## config.mk

```make
export PLATFORM = sky130hd
export DESIGN_NAME = lane_scrambler
export DESIGN_NICKNAME = d
export VERILOG_FILES = /design/src/rtl/scr_pkg.sv /design/src/rtl/scr_lfsr_step.sv /design/src/rtl/scr_train_hold.sv /design/src/rtl/scr_lane.sv /design/src/rtl/lane_scrambler.sv
export SDC_FILE = /design/constraint.sdc
export NUM_CORES = 1
export LEC_CHECK = 0
export BUFFER_PORTS_ARGS = -buffer_cell sky130_fd_sc_hd__buf_2
export CORE_MARGIN = 10
export CORE_UTILIZATION = 43
export CTS_BUF_LIST = sky130_fd_sc_hd__clkbuf_8 sky130_fd_sc_hd__clkbuf_16
export CTS_CLUSTER_SIZE = 10
export DETAILED_ROUTE_END_ITERATION = 6
export GPL_TIMING_DRIVEN = 0
export PLACE_DENSITY = 0.63
export SYNTH_ARGS = -nofsm -noshare
export SYNTH_HDL_FRONTEND = slang
export SYNTH_SLANG_ARGS = --single-unit
```

## constraint.sdc

```tcl
create_clock -name clk -period 1.95 [get_ports clk]
set_input_delay 0.2925 -clock clk [delete_from_list [all_inputs] [get_ports clk]]
set_output_delay 0.2925 -clock clk [all_outputs]
set_load 0.01 [all_outputs]
```

## src/rtl/scr_pkg.sv

```systemverilog
package scr_pkg;
  localparam logic [7:0]  SYM_COMMA = 8'hBC;
  localparam logic [7:0]  SYM_SKIP  = 8'h1C;
  localparam logic [15:0] SEED      = 16'hFFFF;
  localparam int          STEPS     = 8;
endpackage

```

## src/rtl/scr_lfsr_step.sv

```systemverilog
module scr_lfsr_step
  import scr_pkg::*;
(
  input  logic [15:0]      state,
  output logic [STEPS-1:0] mask,
  output logic [15:0]      next
);
  logic [15:0] chain [0:STEPS];

  assign chain[0] = state;

  for (genvar i = 0; i < STEPS; i++) begin : g_step
    logic fb;
    assign fb           = chain[i][15];
    assign mask[i]      = fb;
    assign chain[i+1]   = {chain[i][14:0], 1'b0} ^ {10'b0, fb, fb, fb, 2'b0, fb};
  end

  assign next = chain[STEPS];
endmodule

```

## src/rtl/scr_train_hold.sv

```systemverilog
module scr_train_hold (
  input  logic clk,
  input  logic rst_n,
  input  logic train_exit,
  input  logic any_en,
  output logic hold_adv
);
  logic pending;

  assign hold_adv = pending & any_en;

  always_ff @(posedge clk) begin
    if (!rst_n) pending <= 1'b0;
    else        pending <= train_exit | (pending & ~any_en);
  end
endmodule

```

## src/rtl/scr_lane.sv

```systemverilog
module scr_lane
  import scr_pkg::*;
(
  input  logic        clk,
  input  logic        rst_n,
  input  logic        en,
  input  logic [7:0]  din,
  input  logic        din_k,
  input  logic        scr_off,
  input  logic        ctl_pkt,
  input  logic        hold_adv,
  output logic [7:0]  dout,
  output logic        dout_k,
  output logic        dout_vld,
  output logic [15:0] lfsr_q,
  output logic        adv
);
  logic [7:0]  mask;
  logic [15:0] lfsr_nx;
  logic        is_com, is_skp, pass;
  logic [15:0] lfsr_d;
  logic [7:0]  byte_d;

  scr_lfsr_step u_step (.state(lfsr_q), .mask(mask), .next(lfsr_nx));

  assign is_com = en & din_k & (din == SYM_COMMA);
  assign is_skp = en & din_k & (din == SYM_SKIP);
  assign pass   = din_k | scr_off | ctl_pkt;
  assign adv    = en & ~is_com & ~is_skp & ~hold_adv;

  always_comb begin
    lfsr_d = lfsr_q;
    if (is_com)   lfsr_d = SEED;
    else if (adv) lfsr_d = lfsr_nx;
  end

  always_comb begin
    byte_d = '0;
    if (en) byte_d = pass ? din : (din ^ mask);
  end

  always_ff @(posedge clk) begin
    if (!rst_n) begin
      lfsr_q   <= SEED;
      dout     <= '0;
      dout_k   <= 1'b0;
      dout_vld <= 1'b0;
    end else begin
      lfsr_q   <= lfsr_d;
      dout     <= byte_d;
      dout_k   <= en & din_k;
      dout_vld <= en;
    end
  end
endmodule

```

## src/rtl/lane_scrambler.sv

```systemverilog
module lane_scrambler #(
  parameter int LANES = 4
) (
  input  logic               clk,
  input  logic               rst_n,
  input  logic [LANES-1:0]   lane_en,
  input  logic [8*LANES-1:0] din,
  input  logic [LANES-1:0]   din_k,
  input  logic               scr_off,
  input  logic               ctl_pkt,
  input  logic               train_exit,
  output logic [8*LANES-1:0] dout,
  output logic [LANES-1:0]   dout_k,
  output logic [LANES-1:0]   dout_vld
);
  localparam int SW = 16 * LANES;

  logic [SW-1:0]    lfsr_all;
  logic [LANES-1:0] adv_all;
  logic             hold_adv;

  scr_train_hold u_hold (
    .clk(clk), .rst_n(rst_n), .train_exit(train_exit),
    .any_en(|lane_en), .hold_adv(hold_adv)
  );

  for (genvar l = 0; l < LANES; l++) begin : g_lane
    scr_lane u_lane (
      .clk(clk), .rst_n(rst_n), .en(lane_en[l]),
      .din(din[8*l +: 8]), .din_k(din_k[l]),
      .scr_off(scr_off), .ctl_pkt(ctl_pkt), .hold_adv(hold_adv),
      .dout(dout[8*l +: 8]), .dout_k(dout_k[l]), .dout_vld(dout_vld[l]),
      .lfsr_q(lfsr_all[16*l +: 16]), .adv(adv_all[l])
    );
  end
endmodule

```

==> implementation parameters, run 1 <==
Parameter                              Value

Timing
  Final setup violation count    0
  Part of the cycle the worst path needs    76.2%
  Post-Route Setup TNS    0 ns
  RSZ-0062 raised after global routing    false
  Skew final    0.00472 ns
  Actual transition at the worst max-transition pin    0.568 ns
  Relative slew slack    about three fifths
  Upper clock frequency limit    673 MHz
  Post-route minimum period    1.49 ns
  Fin. max-slew vios    0
  Total count of hold-check failures in the final report    0

Layout
  Post-synthesis to final-layout area growth    18.0%
  Fraction of layout cells with a size suffix above 1    24.8%
  Number of nets in the layout    624
  Most frequent cells in the layout    105 x dfxtp_1, 88 x buf_2, 73 x xnor2_1, 67 x nand2_1, 47 x xor2_1
  Most common cell after layout, fill and taps aside    dfxtp_1
  Final core utilization    52.7%
  Fillcell total    1022
  Summed area of non-filler cells in the final layout    5790 µm²

Setup path
  Reg-to-reg critical path startpoint    u_hold.pending$_SDFF_PN0_
  Largest stage delay on the critical path    ~0.30 ns
  Cells along the critical path    buf_2 -> nand2b_1 -> a31oi_1 -> buf_4 -> mux2i_1 -> nand2_1
  CP Data Arrival Time    1.70 ns
  Type of the setup path with the least slack    reg -> reg
  Crit end category    flip-flop
  Worst r2r path cells    6
  Setup slack of the worst register-to-register path    0.46 ns
  Required time of the worst setup path    2.17 ns
  Critical path peak fanout    10
  Startpoint kind of the worst setup timing path    flip-flop
  Critical register-to-register path endpoint    g_lane[3].u_lane.lfsr_q[1]$_SDFFE_PP1P_
  Slowest-stage cell, CP    dfxtp_1

Synthesis
  Number of distinct library cells after synthesis    39
  Mean area per synthesized cell    10.0 µm²
  Number of storage elements in the synthesis netlist    105
  Number of flops mapped to enable cells by yosys    0
  Cell count after synthesis    489
  Post-synthesis net count    534
  Asr flop ratio synth    0%
  Netlist area before placement    4910 µm²
  Dominant register cell in the synthesized netlist    dfxtp_1
  Register area share after synthesis    42.8%
  Yosys synthesis warning count    0

Detailed routing
  Routed length per instance    15.6 µm
  Number of antenna-violating nets in the routed design    0
  Avg Vias per Cell    4.96
  First drt pass iteration count    4
  Total length of routed wires    11300 µm
  Iteration-0 DRC Markers    195
  Detailed-route DRC error count    0
  Vias post-DR    3596

CTS
  Source-to-sink clock delay at the later pin of the worst-skew pair    0.35 ns
  Clock input transition at the sequential cells of the worst setup and hold paths    0.06 ns
  Post-cts repair resize count    0
  Count of hold-fix buffers inserted at cts    0
  H-Tree Depth    3
  Clock tree sinks    between 100 and 150
  Clock Path Buffers    2
  Total CTS buffers    9
  Post-CTS setup repair buffer count    0
  Clock root cell    clkbuf_16
  Clock tree from TritonCTS    yes

Placement
  Count of buffers inserted at the top-level ports    79
  Routability congestion estimate from global placement    0.802
  Post-place instance area    5480 µm²
  Estimated wirelength of the detail-placed design    8550 µm

Floorplan
  Number of ports placed on the die boundary    85
  Die Y    approximately 130 µm
  Initial core utilization    44.7%
  CORE AREA    approximately 11000 µm²
  Die ar.    around 16000 µm²
  Width of the die    between 100 and 150 µm
  Number of cell rows    38

Pwr
  Power per unit of standard cell area    943 nW/µm²
  Internal power summed over all cells    4.01 mW
  Leakage power total    between 2 and 2.5 nW
  Logic gate share of total power    21.2%
  Part of the total power dissipated in the clock network    33.9%
  Sw Share    26.5%
  Net Sw Power    1.45 mW
  Worst vdd ir    around 0.00053 V
  Part of the total power dissipated in sequential elements    between 40% and 50%

Run status
  Outcome    completed

Global routing
  First-pass GRT wire length    18400 µm
  Total Routing Usage GR    14.1%
  Maximum number of pins on one net before global-route repair    16
  Initial antenna violation count    1
  Vias in the first global route    approximately 3500
  Global-route congestion overflow total    0

Min path
  Worst hold path depth    3
  Min-delay worst type    in -> reg
  Terminating pin of the worst hold path    u_hold.pending$_SDFF_PN0_
  Min-Delay Startpoint    train_exit

Flow run
  Count of maximum capacitance violations    0
-- kinds of logic after synthesis --
group	after synthesis	share of synthesized area (%)
DFF	105	42.8
xor gates and xnor gates	120	21.4
muxes	30	6.12
buffers and inverters	51	5.66
and+or+nand+nor	127	12.2
AOI/OAI and AO/OA	56	11.8
-- power by group through the flow --
stage          clock, mW  combinational, mW  sequential [mW]
3_3_place_gp           0               1.13             2.49
2_1_floorplan          0              0.890             2.49
3_5_place_dp           0               1.16             2.50
6_report            1.85               1.16             2.45
4_1_cts             1.90               1.17             2.45
5_1_grt             1.98               1.28             2.47
-- synth_stat cells, types with 2 or more instances --
| library cell | number | share of area (%) |
|---|---|---|
| mux2i_1 | 30 | 6.1 |
| nor3_1 | 2 | 0.20 |
| dfxtp_1 | 105 | 43 |
| inv_2 | 4 | 0.31 |
| buf_4 | 14 | 2.1 |
| a211oi_2 | 3 | 0.76 |
| a2bb2oi_1 | 18 | 3.2 |
| nand2_1 | 67 | 5.1 |
| buf_2 | 9 | 0.92 |
| xor2_1 | 47 | 8.4 |
| and3_1 | 5 | 0.64 |
| clkbuf_1 | 18 | 1.4 |
| a311oi_2 | 3 | 0.92 |
| nor2_1 | 35 | 2.7 |
| xnor2_1 | 73 | 13 |
| a41oi_2 | 2 | 0.66 |
| a221o_1 | 16 | 3.3 |
| nand2b_1 | 3 | 0.38 |
| inv_1 | 3 | 0.23 |
| nor3_2 | 4 | 0.82 |
| and3b_1 | 2 | 0.36 |
| a31oi_1 | 3 | 0.38 |
| buf_6 | 3 | 0.69 |
| a21oi_1 | 5 | 0.51 |
-- through the flow --
stage	hold WS (ns)	setup WS, ns	power [mW]	std cells
final	0.158	0.464	5.46	725
after floorplan	0.410	0.530	3.38	489
after global placement	0.456	0.315	3.63	708
after global routing	0.170	0.338	5.73	724
after CTS	0.144	0.460	5.53	724
after detailed placement	0.468	0.267	3.66	708
-- metal layers --
metal  vias up  GRT usage, %  wire (µm)
met1      1723          16.3       5000
met5         -             0          0
met3         8          5.50        729
met4         0          3.68        108
li1       1800             -          -
met2        65          23.6       5460
-- sequential cells by signal, indices dropped and copies added, names as in the netlist --
name	flops
g_lane.u_lane.dout	32
g_lane.u_lane.dout_k	4
g_lane.u_lane.dout_vld	4
g_lane.u_lane.lfsr_q	64
u_hold.pending	1
-- worst max-delay path: cells and delay by family (launching register included) --
kind	cells	cell delay, ns
flops	1	0.30
simple gates	2	0.26
buf+inv	2	0.43
mux	1	0.20
compound gates	1	0.15
-- worst max path at each step --
stage / startpoint / to / slack (ns) / cells past startpoint
after floorplan: din[13] / g_lane[1].u_lane.lfsr_q[0]$_SDFFE_PP1P_ / 0.53 / 6
after global placement: din_k[2] / g_lane[2].u_lane.lfsr_q[4]$_SDFFE_PP1P_ / 0.31 / 5
after detailed placement: din_k[2] / g_lane[2].u_lane.lfsr_q[1]$_SDFFE_PP1P_ / 0.27 / 5
after CTS: u_hold.pending$_SDFF_PN0_ / g_lane[3].u_lane.lfsr_q[2]$_SDFFE_PP1P_ / 0.46 / 6
after global routing: u_hold.pending$_SDFF_PN0_ / g_lane[3].u_lane.lfsr_q[15]$_SDFFE_PP1P_ / 0.34 / 6
final: u_hold.pending$_SDFF_PN0_ / g_lane[3].u_lane.lfsr_q[1]$_SDFFE_PP1P_ / 0.46 / 6
-- layout make-up --
| cell class | count | area [µm²] | share of cell area (%) |
|---|---|---|---|
| tap | 140 | 175 | 3.03 |
| inverter | 7 | 26.3 | 0.454 |
| clock buffer | 12 | 267 | 4.60 |
| multi-input combinational | 333 | 2530 | 43.7 |
| antenna | 1 | 2.50 | 0.0432 |
| sequential | 105 | 2100 | 36.3 |
| buffer | 44 | 251 | 4.34 |
| clock inverter | 4 | 42.5 | 0.735 |
| timing repair buffer | 79 | 395 | 6.83 |
No activity file was read; power rests on OpenSTA's default activity.
==> run 2, diff against run 1 <==
- ABC_AREA: default -> 1
- PLACE_DENSITY: 0.63 -> 0.64
- clock period: 1.95 -> 1.25 ns (I/O delays scaled with it)
==> implementation parameters, run 2 <==
Parameter                              Value

Run status
  Outcome    completed

Pwr
  Worst vdd ir    0.000738 V
  Logic gate share of total power    roughly a quarter
  Power per unit of standard cell area    1280 nW/µm²
  Leakage power total    3.32 nW
  Internal power summed over all cells    6.02 mW
  Power, Total    8.70 mW
  Net Sw Power    2.69 mW
  Part of the total power dissipated in the clock network    33.3%
  Part of the total power dissipated in sequential elements    42.9%
  Sw Share    30.9%

CTS
  Clock tree from TritonCTS    yes
  Total CTS buffers    9
  H-Tree Depth    3
  Clock tree sinks    105
  Count of hold-fix buffers inserted at cts    0
  Source-to-sink clock delay at the later pin of the worst-skew pair    0.35 ns
  Clock Path Buffers    2
  Clock input transition at the sequential cells of the worst setup and hold paths    about 0.07 ns
  Clock root cell    clkbuf_16

Setup path
  CP delay by family, top    simple AND/OR/NAND/NOR gates
  Startpoint kind of the worst setup timing path    flip-flop
  Dominant cell type by count on the critical path    nand3_1
  Bufs and invs on worst path    1
  Crit end category    flip-flop
  Slowest-stage cell, CP    or2_2
  Cells along the critical path    buf_2 -> or2_2 -> nand4_1 -> nand2_1 -> nand3_1 -> nand3_1
  Largest stage delay on the critical path    approximately 0.32 ns
  Critical path peak fanout    9
  Type of the setup path with the least slack    reg -> reg
  CP Data Arrival Time    1.43 ns
  Required time of the worst setup path    between 1 and 1.5 ns

Global routing
  Global-route congestion overflow total    0
  Initial antenna violation count    0
  Maximum number of pins on one net before global-route repair    18
  Vias in the first global route    4761
  First-pass GRT wire length    roughly 25000 µm
  Total Routing Usage GR    16.8%

Synthesis
  Number of flops mapped to enable cells by yosys    0
  Post-synthesis net count    around 830
  Register area share after synthesis    36.3%
  Yosys synthesis warning count    0
  Most common cell in the netlist    nand2_1
  Synth top area share    about 36%
  Dominant register cell in the synthesized netlist    dfxtp_1
  Number of distinct library cells after synthesis    31
  Asr flop ratio synth    0%
  Cell count after synthesis    782
  Cell type with the highest aggregate area in the netlist    dfxtp_1
  Netlist area before placement    5790 µm²
  Most used standard cells in the synthesized netlist    197 x nand2_1, 120 x nand3_1, 105 x dfxtp_1, 57 x xor2_1, 53 x inv_1
  Leading post-synthesis cells by cell area    dfxtp_1 36%, nand2_1 13%, nand3_1 10%
  Number of storage elements in the synthesis netlist    105
  Mean area per synthesized cell    7.41 µm²

Layout
  Area used by multi-input combinational logic    3120 µm²
  Post-synthesis to final-layout area growth    17.8%
  Biggest register    g_lane.u_lane.lfsr_q
  Most common cell after layout, fill and taps aside    nand2_1
  Fraction of layout cells with a size suffix above 1    22.7%
  Largest register FFs    64
  Number of nets in the layout    929
  Largest registers in the final layout    g_lane.u_lane.lfsr_q (64), g_lane.u_lane.dout (32)
  Total inserted antenna cells    0
  Fillcell total    approximately 1400
  Register Area    2100 µm²
  Most frequent cells in the layout    197 x nand2_1, 120 x nand3_1, 117 x buf_2, 103 x dfxtp_1, 57 x xor2_1

Timing
  Actual transition at the worst max-transition pin    roughly 0.7 ns
  Fin. max-slew vios    0
  Post-route worst setup slack    between 0.05 and 0.06 ns
  Skew final    about 0.0075 ns
  RSZ-0062 raised after global routing    false
  Post-route minimum period    1.19 ns
  Relative slew slack    52.9%
  Final setup violation count    0
  Upper clock frequency limit    838 MHz
  Total count of hold-check failures in the final report    0
  Part of the cycle the worst path needs    95.5%

Detailed routing
  Total length of routed wires    approximately 16000 µm
  Iteration-0 DRC Markers    366
  Routed length per instance    14.7 µm
  Number of antenna-violating nets in the routed design    0
  Avg Vias per Cell    5.03
  Detailed-route DRC error count    0
  First drt pass iteration count    7
  Vias post-DR    5360

Placement
  Estimated wirelength of the detail-placed design    11200 µm
  Pre-CTS setup slack    -0.193 ns
  Routability congestion estimate from global placement    around 0.83
  Count of buffers inserted at the top-level ports    82

Floorplan
  Number of cell rows    between 40 and 50
  Initial core utilization    between 40% and 50%
  Width of the die    136 µm
  Die Y    136 µm
  Die ar.    18500 µm²
  Number of ports placed on the die boundary    85
  CORE AREA    13200 µm²

Min path
  Min-delay worst type    in -> reg

Flow run
  Count of maximum capacitance violations    0
[run 2: cell types whose count changed after synthesis, sizes merged, moves of 18 or more]
| cell | previous run | this run |
|---|---|---|
| nand4 | 0 | 31 |
| mux2i | 30 | 0 |
| nand2 | 67 | 206 |
| xnor2 | 73 | 36 |
| nand3 | 0 | 125 |
| a2bb2oi | 18 | 0 |
| buf | 26 | 60 |
| inv | 7 | 55 |
[run 2: power by group through the flow]
stage	combinational (mW)	sequential, mW	clock, mW
after floorplan	1.51	3.80	0
after global placement	2.01	3.79	0
after detailed placement	2.02	3.80	0
after CTS	2.06	3.72	2.97
after global routing	2.33	3.76	3.08
final	2.08	3.73	2.89
[run 2: logic make-up (layout without fill, tap and decap cells)]
kind of cell | count (synthesis) | in the layout | share of synthesized area (%)
buffers and inverters | 116 | 223 | 9.85
xor gates and xnor gates | 93 | 93 | 14.1
DFF | 105 | 105 | 36.3
AOI/OAI and AO/OA | 32 | 32 | 3.20
and+or+nand+nor | 436 | 436 | 36.6
[run 2: cell type report]
| class | count | share of cell area, % |
|---|---|---|
| timing repair buffer | 92 | 7.11 |
| clock inverter | 7 | 1.05 |
| clock buffer | 9 | 3.30 |
| buffer | 60 | 5.70 |
| sequential | 105 | 30.8 |
| inverter | 55 | 3.03 |
| tap | 176 | 3.23 |
| multi-input combinational | 561 | 45.7 |
[run 2: metrics by stage]
stage | setup TNS [ns] | utilization (%) | area [µm²] | hold WS, ns | cells
finish | 0 | 51.5 | 6820 | 0.0457 | 1065
global placement | -6.65 | 48.5 | 6420 | 0.405 | 1040
global route | 0 | 51.5 | 6820 | 0.0372 | 1065
CTS | 0 | 51.1 | 6760 | 0.0278 | 1061
detailed placement | -6.72 | 48.5 | 6420 | 0.405 | 1040
floorplan | 0 | - | 5790 | 0.300 | 782
[run 2: what timing repair did]
action | in CTS | in global routing
setup endpoints to repair | 49 | 43
resized for setup | 3 | 15
pin swaps | 3 | 3
cloned | 0 | 0
buffers inserted | 5 | 5
[run 2: layer usage]
| metal | vias up | global-route usage [%] | wire length [µm] |
|---|---|---|---|
| met3 | 20 | 4.13 | 1040 |
| met1 | 2442 | 22.2 | 7370 |
| li1 | 2737 | - | - |
| met2 | 161 | 26.5 | 7040 |
| met4 | 0 | 4.67 | 218 |
| met5 | - | 0 | 0 |
[run 2: worst paths after layout]
| kind | startpoint | endpoint | slack (ns) | cells past startpoint |
|---|---|---|---|---|
| hold reg to reg | g_lane[0].u_lane.lfsr_q[6]$_SDFFE_PP1P_ | g_lane[0].u_lane.lfsr_q[6]$_SDFFE_PP1P_ | 0.46 | 2 |
| hold / removal | train_exit | u_hold.pending$_SDFF_PN0_ | 0.05 | 2 |
| setup reg to reg | g_lane[1].u_lane.lfsr_q[10]$_SDFFE_PP1P_ | g_lane[1].u_lane.lfsr_q[5]$_SDFFE_PP1P_ | 0.06 | 6 |
| setup / recovery | g_lane[1].u_lane.lfsr_q[10]$_SDFFE_PP1P_ | g_lane[1].u_lane.lfsr_q[5]$_SDFFE_PP1P_ | 0.06 | 6 |
[run 2: worst reg2reg max path, stage by stage, from the launching register on]
cell and delay [ns]:
dfxtp_1 0.30, buf_2 0.18, or2_2 0.33, nand4_1 0.08, nand2_1 0.06, nand3_1 0.07, nand3_1 0.07
==> run 3, diff against run 2 <==
- CTS_BUF_LIST: sky130_fd_sc_hd__clkbuf_8 sky130_fd_sc_hd__clkbuf_16 -> sky130_fd_sc_hd__clkbuf_8
==> implementation parameters, run 3 (synthesis results as in run 2) <==
Parameter                              Value

Pwr
  Sw Share    about a third
  Worst vdd ir    0.000480 V
  Net Sw Power    about 2.6 mW
  Leakage power total    between 3 and 4 nW
  Part of the total power dissipated in sequential elements    46.8%
  Part of the total power dissipated in the clock network    27.4%
  Power, Total    8.00 mW
  Power per unit of standard cell area    1190 nW/µm²
  Internal power summed over all cells    5.39 mW
  Logic gate share of total power    25.8%

Placement
  Number of instances in the placed design    1040
  Routability congestion estimate from global placement    0.832
  Estimated wirelength of the detail-placed design    11200 µm
  Pre-CTS setup slack    -0.193 ns
  Post-place instance area    6420 µm²
  Count of buffers inserted at the top-level ports    82

Layout
  Number of nets in the layout    928
  Number of non-filler instances in the completed layout    1064
  Most frequent cells in the layout    197 x nand2_1, 120 x nand3_1, 114 x buf_2, 102 x dfxtp_1, 57 x xor2_1
  Total inserted antenna cells    0
  Post-synthesis to final-layout area growth    16.0%
  Biggest register    g_lane.u_lane.lfsr_q
  Summed area of non-filler cells in the final layout    6720 µm²
  Largest registers in the final layout    g_lane.u_lane.lfsr_q (64), g_lane.u_lane.dout (32)
  Most common cell after layout, fill and taps aside    nand2_1
  Largest register FFs    64
  Fraction of layout cells with a size suffix above 1    22.6%
  Final core utilization    ~51%

Global routing
  First-pass GRT wire length    between 20000 and 25000 µm
  Global-route congestion overflow total    0
  Vias in the first global route    4706
  Maximum number of pins on one net before global-route repair    18
  Initial antenna violation count    0
  Total Routing Usage GR    16.7%

Floorplan
  Initial core utilization    43.8%
  Number of cell rows    42
  CORE AREA    13200 µm²
  Die ar.    18500 µm²
  Width of the die    136 µm
  Number of ports placed on the die boundary    85
  Die Y    between 100 and 150 µm

Setup path
  Reg-to-reg critical path startpoint    g_lane[2].u_lane.lfsr_q[15]$_SDFFE_PP1P_
  Worst r2r path cells    6
  Largest stage delay on the critical path    0.31 ns
  Dominant cell type by count on the critical path    nand3_1
  Critical register-to-register path endpoint    g_lane[2].u_lane.lfsr_q[11]$_SDFFE_PP1P_
  Cells along the critical path    buf_4 -> or2_2 -> nand3b_1 -> nand2_1 -> nand3_1 -> nand3_1
  Setup slack of the worst register-to-register path    0.06 ns
  Slowest-stage cell, CP    dfxtp_1
  Critical path peak fanout    10
  CP Data Arrival Time    between 1 and 1.5 ns
  Crit end category    flip-flop
  Startpoint kind of the worst setup timing path    flip-flop
  Required time of the worst setup path    about 1.5 ns
  Type of the setup path with the least slack    reg -> reg

CTS
  Clock tree sinks    105
  Total CTS buffers    9
  H-Tree Depth    3
  Clock input transition at the sequential cells of the worst setup and hold paths    0.10 ns
  Clock root cell    clkbuf_8
  Clock tree from TritonCTS    yes
  Source-to-sink clock delay at the later pin of the worst-skew pair    around 0.4 ns
  Clock Path Buffers    2

Detailed routing
  Detailed-route DRC error count    0
  Avg Vias per Cell    5.01
  First drt pass iteration count    6
  Total length of routed wires    15400 µm
  Iteration-0 DRC Markers    383
  Vias post-DR    5332
  Routed length per instance    14.5 µm
  Number of antenna-violating nets in the routed design    0

Min path
  Terminating pin of the worst hold path    g_lane[1].u_lane.dout[2]$_SDFF_PN0_
  Min-Delay Startpoint    din[10]
  Worst hold path depth    3
  Min-delay worst type    in -> reg

Timing
  Actual transition at the worst max-transition pin    approximately 0.68 ns
  Post-route minimum period    approximately 1.2 ns
  Skew final    0.0175 ns
  Total count of hold-check failures in the final report    0
  Final setup violation count    0
  Fin. max-slew vios    0
  Post-route worst setup slack    0.0597 ns
  Upper clock frequency limit    840 MHz
  RSZ-0062 raised after global routing    false
  Part of the cycle the worst path needs    95.2%
  Relative slew slack    54.4%

Run status
  Outcome    completed

Flow run
  Count of maximum capacitance violations    0
-- run 3: cell types whose count changed in the layout (fill, tap and decap cells not counted), sizes merged --
cell and delta:
buf -3, clkbuf +1, dlygate4sd3 +1
-- run 3: final cells by class --
class | instances | area [µm²]
plain buffers | 59 | 385
clock buffers | 9 | 124
clock inverters | 7 | 71.3
fillers | 1385 | 6520
inverters | 55 | 206
multi-input cells | 561 | 3120
flip-flops and latches | 105 | 2110
well taps | 176 | 220
repair buffers | 92 | 488
-- run 3: worst max path at each step --
| stage | from | to | cells after the start |
|---|---|---|---|
| 2_1_floorplan | u_hold.pending$_SDFF_PN0_ | g_lane[0].u_lane.lfsr_q[10]$_SDFFE_PP1P_ | 6 |
| 6_report | g_lane[2].u_lane.lfsr_q[15]$_SDFFE_PP1P_ | g_lane[2].u_lane.lfsr_q[11]$_SDFFE_PP1P_ | 6 |
| 4_1_cts | u_hold.pending$_SDFF_PN0_ | g_lane[0].u_lane.lfsr_q[10]$_SDFFE_PP1P_ | 6 |
| 5_1_grt | g_lane[3].u_lane.lfsr_q[13]$_SDFFE_PP1P_ | g_lane[3].u_lane.lfsr_q[5]$_SDFFE_PP1P_ | 6 |
| 3_3_place_gp | ctl_pkt | g_lane[1].u_lane.dout[3]$_SDFF_PN0_ | 5 |
| 3_5_place_dp | ctl_pkt | g_lane[1].u_lane.dout[3]$_SDFF_PN0_ | 5 |
-- run 3: routing by layer --
layer	wire [µm]	vias to the layer above	track usage (%)
met2	6800	144	25.7
met5	0	-	0
li1	-	2730	-
met4	232	0	5.56
met1	7440	2439	22.4
met3	972	19	3.84
-- run 3: through the flow --
step / hold slack [ns] / TNS [ns]
2_1_floorplan: 0.300 / 0
3_3_place_gp: 0.405 / -6.65
3_5_place_dp: 0.405 / -6.72
4_1_cts: 0.00712 / 0
5_1_grt: 0.0244 / 0
6_report: 0.0267 / 0
-- run 3: power by group through the flow --
stage               Combinational [mW]  Sequential (mW)  Clock [mW]
floorplan                         1.51             3.80           0
global placement                  2.01             3.79           0
detailed placement                2.02             3.80           0
CTS                               2.06             3.72        2.27
global route                      2.32             3.77        2.37
finish                            2.06             3.74        2.20
-- run 3: worst max-delay path, delay by kind of cell, from the launching register on --
kind | cells | cell delay [ns]
flops | 1 | 0.31
simple gates | 5 | 0.60
buf+inv | 1 | 0.17
-- run 3: timing repair --
item,in CTS,in global routing
hold buffers,1,0
gates resized for setup,3,18
setup endpoints to repair,50,48
pin swaps,3,3
endpoints found under the hold margin,1,0
setup buffers,5,4
